==> config.mk <==
export PLATFORM = sky130hd
export DESIGN_NAME = cbr_refresh_sched
export DESIGN_NICKNAME = d
export VERILOG_FILES = /design/src/rtl/cbr_refresh_sched.sv
export SDC_FILE = /design/constraint.sdc
export NUM_CORES = 1
export LEC_CHECK = 0
export CAP_MARGIN = 20
export CORE_MARGIN = 8
export CORE_UTILIZATION = 40
export DETAILED_ROUTE_END_ITERATION = 12
export GPL_ROUTABILITY_DRIVEN = 0
export GPL_TIMING_DRIVEN = 0
export PLACE_DENSITY = 0.61
export SETUP_SLACK_MARGIN = 0.4
export SYNTH_ARGS = -nofsm -noshare
export SYNTH_HDL_FRONTEND = slang
export SYNTH_SLANG_ARGS = --single-unit
==> constraint.sdc <==
create_clock -name clk -period 3.1 [get_ports clk]
set_input_delay 0.775 -clock clk [delete_from_list [all_inputs] [get_ports clk]]
set_output_delay 0.775 -clock clk [all_outputs]
set_load 0.01 [all_outputs]
==> src/rtl/cbr_refresh_sched.sv <==
module cbr_refresh_sched #(
  parameter int LOW_POWER = 0,
  parameter int STD_IVAL  = 1950,
  parameter int LP_IVAL   = 15625,
  parameter int PEND_W    = 3,
  parameter int ROWS      = 512,
  parameter int T_CSR     = 2,
  parameter int T_RAS     = 8,
  parameter int T_RP      = 5,
  parameter int T_RPS     = 14,
  parameter int T_SELF    = 12500
) (
  input  logic clk,
  input  logic rst_n,
  input  logic sleep_req,
  input  logic wake_req,
  input  logic ref_gnt,
  input  logic bus_idle,
  output logic ref_req,
  output logic busy,
  output logic ras_n,
  output logic lcas_n,
  output logic ucas_n
);
  localparam int IVAL = (LOW_POWER != 0) ? LP_IVAL : STD_IVAL;
  localparam int IW   = $clog2(IVAL + 1);
  localparam int TW   = $clog2(T_CSR + T_RAS + T_RP + T_RPS + T_SELF + 1);
  localparam int BW   = $clog2(ROWS + 1);
  localparam logic [PEND_W-1:0] PEND_MAX = '1;

  typedef enum logic [2:0] {S_IDLE, S_LEAD, S_RLOW, S_PRE, S_HOLD, S_EXIT} st_t;

  st_t              st;
  logic [TW-1:0]    tmr;
  logic [IW-1:0]    iv;
  logic [PEND_W-1:0] pend, pend_nx;
  logic [BW-1:0]    burst;
  logic             in_burst, chain, sleep_pend, wake_pend;
  logic             self_mode, tick, done_one, tmr_z, to_hold;

  assign tmr_z     = (tmr == '0);
  assign self_mode = (st == S_HOLD) || (st == S_EXIT) || in_burst;
  assign tick      = !self_mode && (iv == '0);
  assign done_one  = (st == S_RLOW) && tmr_z && !in_burst;
  assign to_hold   = (st == S_LEAD) && tmr_z && sleep_pend && !in_burst;

  assign ref_req = (st == S_IDLE) && ((pend != '0) || sleep_pend);
  assign busy    = (st != S_IDLE);
  assign ras_n   = !((st == S_RLOW) || (st == S_HOLD));
  assign lcas_n  = !((st == S_LEAD) || (st == S_RLOW) || (st == S_HOLD) ||
                     ((st == S_PRE) && chain));
  assign ucas_n  = lcas_n;

  always_ff @(posedge clk or negedge rst_n)
    if (!rst_n)                   iv <= IW'(IVAL - 1);
    else if (self_mode || iv == '0) iv <= IW'(IVAL - 1);
    else                          iv <= iv - 1'b1;

  always_comb begin
    pend_nx = pend;
    if (tick && !done_one && pend != PEND_MAX)   pend_nx = pend + 1'b1;
    else if (done_one && !tick && pend != '0)    pend_nx = pend - 1'b1;
    if (to_hold)                                 pend_nx = '0;
  end

  always_ff @(posedge clk or negedge rst_n) begin
    if (!rst_n) begin
      st <= S_IDLE; tmr <= '0; pend <= '0; burst <= '0;
      in_burst <= 1'b0; chain <= 1'b0; sleep_pend <= 1'b0; wake_pend <= 1'b0;
    end else begin
      pend <= pend_nx;
      if (sleep_req && !self_mode) sleep_pend <= 1'b1;
      case (st)
        S_IDLE:
          if (ref_req && ref_gnt && bus_idle) begin
            st <= S_LEAD; tmr <= TW'(T_CSR - 1);
          end
        S_LEAD:
          if (!tmr_z) tmr <= tmr - 1'b1;
          else if (to_hold) begin
            st <= S_HOLD; tmr <= TW'(T_SELF - 1);
            sleep_pend <= 1'b0; wake_pend <= 1'b0;
          end else begin
            st <= S_RLOW; tmr <= TW'(T_RAS - 1);
          end
        S_RLOW:
          if (!tmr_z) tmr <= tmr - 1'b1;
          else begin
            st <= S_PRE; tmr <= TW'(T_RP - 1);
            if (in_burst) begin
              burst <= burst - 1'b1;
              chain <= (burst != BW'(1));
            end else chain <= (pend_nx != '0);
          end
        S_PRE:
          if (!tmr_z) tmr <= tmr - 1'b1;
          else if (chain) begin
            st <= S_RLOW; tmr <= TW'(T_RAS - 1);
          end else begin
            st <= S_IDLE; in_burst <= 1'b0;
          end
        S_HOLD: begin
          if (wake_req) wake_pend <= 1'b1;
          if (!tmr_z) tmr <= tmr - 1'b1;
          else if (wake_pend || wake_req) begin
            st <= S_EXIT; tmr <= TW'(T_RPS - 1);
          end
        end
        S_EXIT:
          if (!tmr_z) tmr <= tmr - 1'b1;
          else begin
            st <= S_LEAD; tmr <= TW'(T_CSR - 1);
            in_burst <= 1'b1; burst <= BW'(ROWS);
          end
        default: st <= S_IDLE;
      endcase
    end
  end
endmodule

==> run metrics <==
Syn Std Cell Area 2806 µm²; IO Port Bufs 10; pin slew with the least headroom to its limit 0.7198 ns; crit-path max cell delay 0.66 ns; pre-CTS setup slack between 0.3 and 0.4 ns; flop2flop setup slack just under 0.5 ns; post-route minimum period about 2.6 ns; Crit Path Max Fanout 10; Critical Path RT 3.30 ns; drt drc 0; EDFF count, synth 0; Avg Inst Size Synth 8.377 µm²; crit path launch type register; multi-input logic area 1570 µm²; total power 3.166 mW; Max Cap Viol 0; area grow syn2layout 14.49%; largest cells by area after synthesis dfrtp_1, dfstp_2, o21ai_0; static leakage 1.397 nW; Initial Util approximately two fifths; clock tree root buffer cell clkbuf_8; first-pass GRT wire length 11.43 mm; Detail Route Antenna Nets 0; nets@finish 374; number of detailed-route iterations in the first pass 5; H-tree levels 2; number of global-route vias before repair 2,432; total wire length roughly 6.7 mm; die area about 10000 µm²; cell taking the most area after synthesis dfrtp_1; drt via density ~5.4; area of the core 6794 µm²; top_reg_cell synth dfrtp_1; antenna fix cells 0; routed len/inst 14.65 µm; Filler cells about 670; share of the synthesized area in the top cell type 32.99%; largest net degree at the start of global routing 24; total CTS buffers 5; period utilisation layout between 80% and 90%; cells after synthesis 335; peak supply drop 0.0006018 V; I/O pin total 11; Cell variety after synth 50; crit-path cells inv_1 -> ha_1 -> or4b_2 -> nor4_4 -> buf_4 -> a211o_1 -> clkbuf_4 -> mux2_2; fin worst setup slack 0.4886 ns; final hold vios 0; CTS clock-pin slew for the worst setup and hold paths ~0.090 ns; routed vias 2,467; row count 30; area taken by flip-flops and latches 1136 µm²; GRT overflow 0; HPWL Detailed 4.862 mm; Power per Cell Area around 990 nW/µm²; count of pins over their slew limit 0; Die X 99.76 µm; Crit Path Class register to register; Hold Crit Class primary input to async pin; crit path DAT about 2.8 ns; Sinks on Clock Net 45; CTS tree yes; Initial DRC Count between 150 and 200; Setup-failing EPs final 0; max frequency 0.3829 GHz; status finished, final reports clean; Clock Tree Buf Depth 2; syn nets 352; Worst slew margin 51.57%; Worst-Skew Late Latency between 0.3 and 0.4 ns; unrepaired setup endpoints after global routing yes; share of cells above drive strength 1 13.69%; synth warn 0; Layout Skew 0.01309 ns; ys async rst share 100.0%; Slowest-stage cell, CP or4b_2; Global Route Usage Sum 13.95%; initial antenna violation count 0; cts hold-fix bufs 0; CP endpoint kind register; Yosys reg bits 45; DIE HEIGHT 99.76 µm; Seq/Total Area, Yosys 40.48%
## metal layers
metal / track usage [%] / share of wire (%)
met5: 0 / 0
met4: 4.657 / 1.7
met3: 2.584 / 4.1
met2: 22.78 / 46
met1: 17.96 / 48
## kinds of logic (layout without fill, tap and decap cells)
logic type	Yosys count	after routing	synth area share, %
compound gates	81	81	17.83
xor+xnor	13	13	4.057
fa+ha+maj	11	11	4.904
buf+inv	31	54	4.636
flops	45	45	40.48
mux	2	2	0.7579
simple gates	152	152	27.33
## flip-flops by register name (all words and copies together) (netlist names), 3 cells and up
name	flops
st	3
iv	11
tmr	14
pend	3
burst	10
## cells in the final DEF (no fill, tap or decap), drive strengths merged, types with 3 or more instances in the layout
cell type      synthesis  routed
a21oi                 16      16
a22o                   3       3
a31oi                  6       6
a41oi                  5       5
and2                   4       4
buf                   10      15
clkbuf                 9      17
clkdlybuf4s50          0       4
dfrtp                 37      37
dfstp                  8       8
dlygate4sd2            0       4
ha                    11      11
inv                   12      12
nand2                 34      34
nand2b                 4       4
nand3                 10      10
nand4                  5       5
nor2                  43      43
nor2b                  5       5
nor3                  20      20
nor3b                  5       5
nor4                   5       5
o21ai                 34      34
o31ai                  4       4
o41ai                  3       3
or3                    6       6
or4                    5       5
xnor2                  9       9
xor2                   4       4
## repair_timing
item | in CTS | in global routing
pin swaps | 0 | 1
gates cloned | 0 | 0
resized for setup | 10 | 13
buffers inserted | 1 | 3
setup endpoints to repair | 9 | 22
## power breakdown
group	internal, mW	switching, mW	leakage, nW
Combinational	0.720	1.02	0.783
Sequential	0.813	0.227	0.569
Clock	0.182	0.209	0.0445
Total	1.71	1.45	1.40
## synthesized netlist by cell type (all sizes together) (3+ instances only)
cell and count:
nor4 5, nor2 43, buf 10, a22o 3, a21oi 16, nand4 5
nand2 34, o21ai 34, or4 5, xnor2 9, dfstp 8, nor2b 5
nand3 10, a31oi 6, or3 6, nor3b 5, o31ai 4, nand2b 4
clkbuf 9, and2 4, a41oi 5, nor3 20, inv 12, o41ai 3
ha 11, dfrtp 37, xor2 4
## layout make-up
| type | instances | share of cell area [%] |
|---|---|---|
| buffer | 19 | 3.037 |
| clock buffer | 7 | 2.687 |
| clock inverter | 1 | 0.2336 |
| inverter | 12 | 1.402 |
| multi-input combinational | 259 | 48.87 |
| sequential | 45 | 35.36 |
| tap | 96 | 3.738 |
| timing repair buffer | 15 | 4.673 |
## critical path, delay by kind of cell, from the launching register on
family | cells | cell delay [ns]
AO/OA/AOI/OAI | 1 | 0.12
adder cells (fa/ha/maj) | 1 | 0.24
buffers and inverters | 3 | 0.45
flip-flops | 1 | 0.42
multiplexers | 1 | 0.34
AND/OR/NAND/NOR | 2 | 0.92
## final timing paths
kind | start | to | cells past startpoint
max | tmr[0] | tmr[1] | 8
min | rst_n | iv[1] | 1
max reg2reg | tmr[0] | tmr[1] | 8
min reg2reg | iv[0] | iv[0] | 1
max in group asynchronous | rst_n | iv[10] | 2
min in group clk | iv[0] | iv[0] | 1
## per-stage QoR
stage / hold WS (ns) / setup TNS, ns / std cells / util, % / cell area [µm²]
finish: 0.4538 / 0 / 454 / 47.29 / 3213
global route: 0.4940 / 0 / 454 / 47.29 / 3213
CTS: 0.4701 / 0 / 451 / 46.41 / 3153
detailed placement: 0.4516 / 0 / 442 / 44.88 / 3049
global placement: 0.4452 / -0.5959 / 441 / 44.55 / 3027
floorplan: 0.4361 / 0 / 335 / - / 2806
Note: power is estimated with default switching activity, not from simulation.
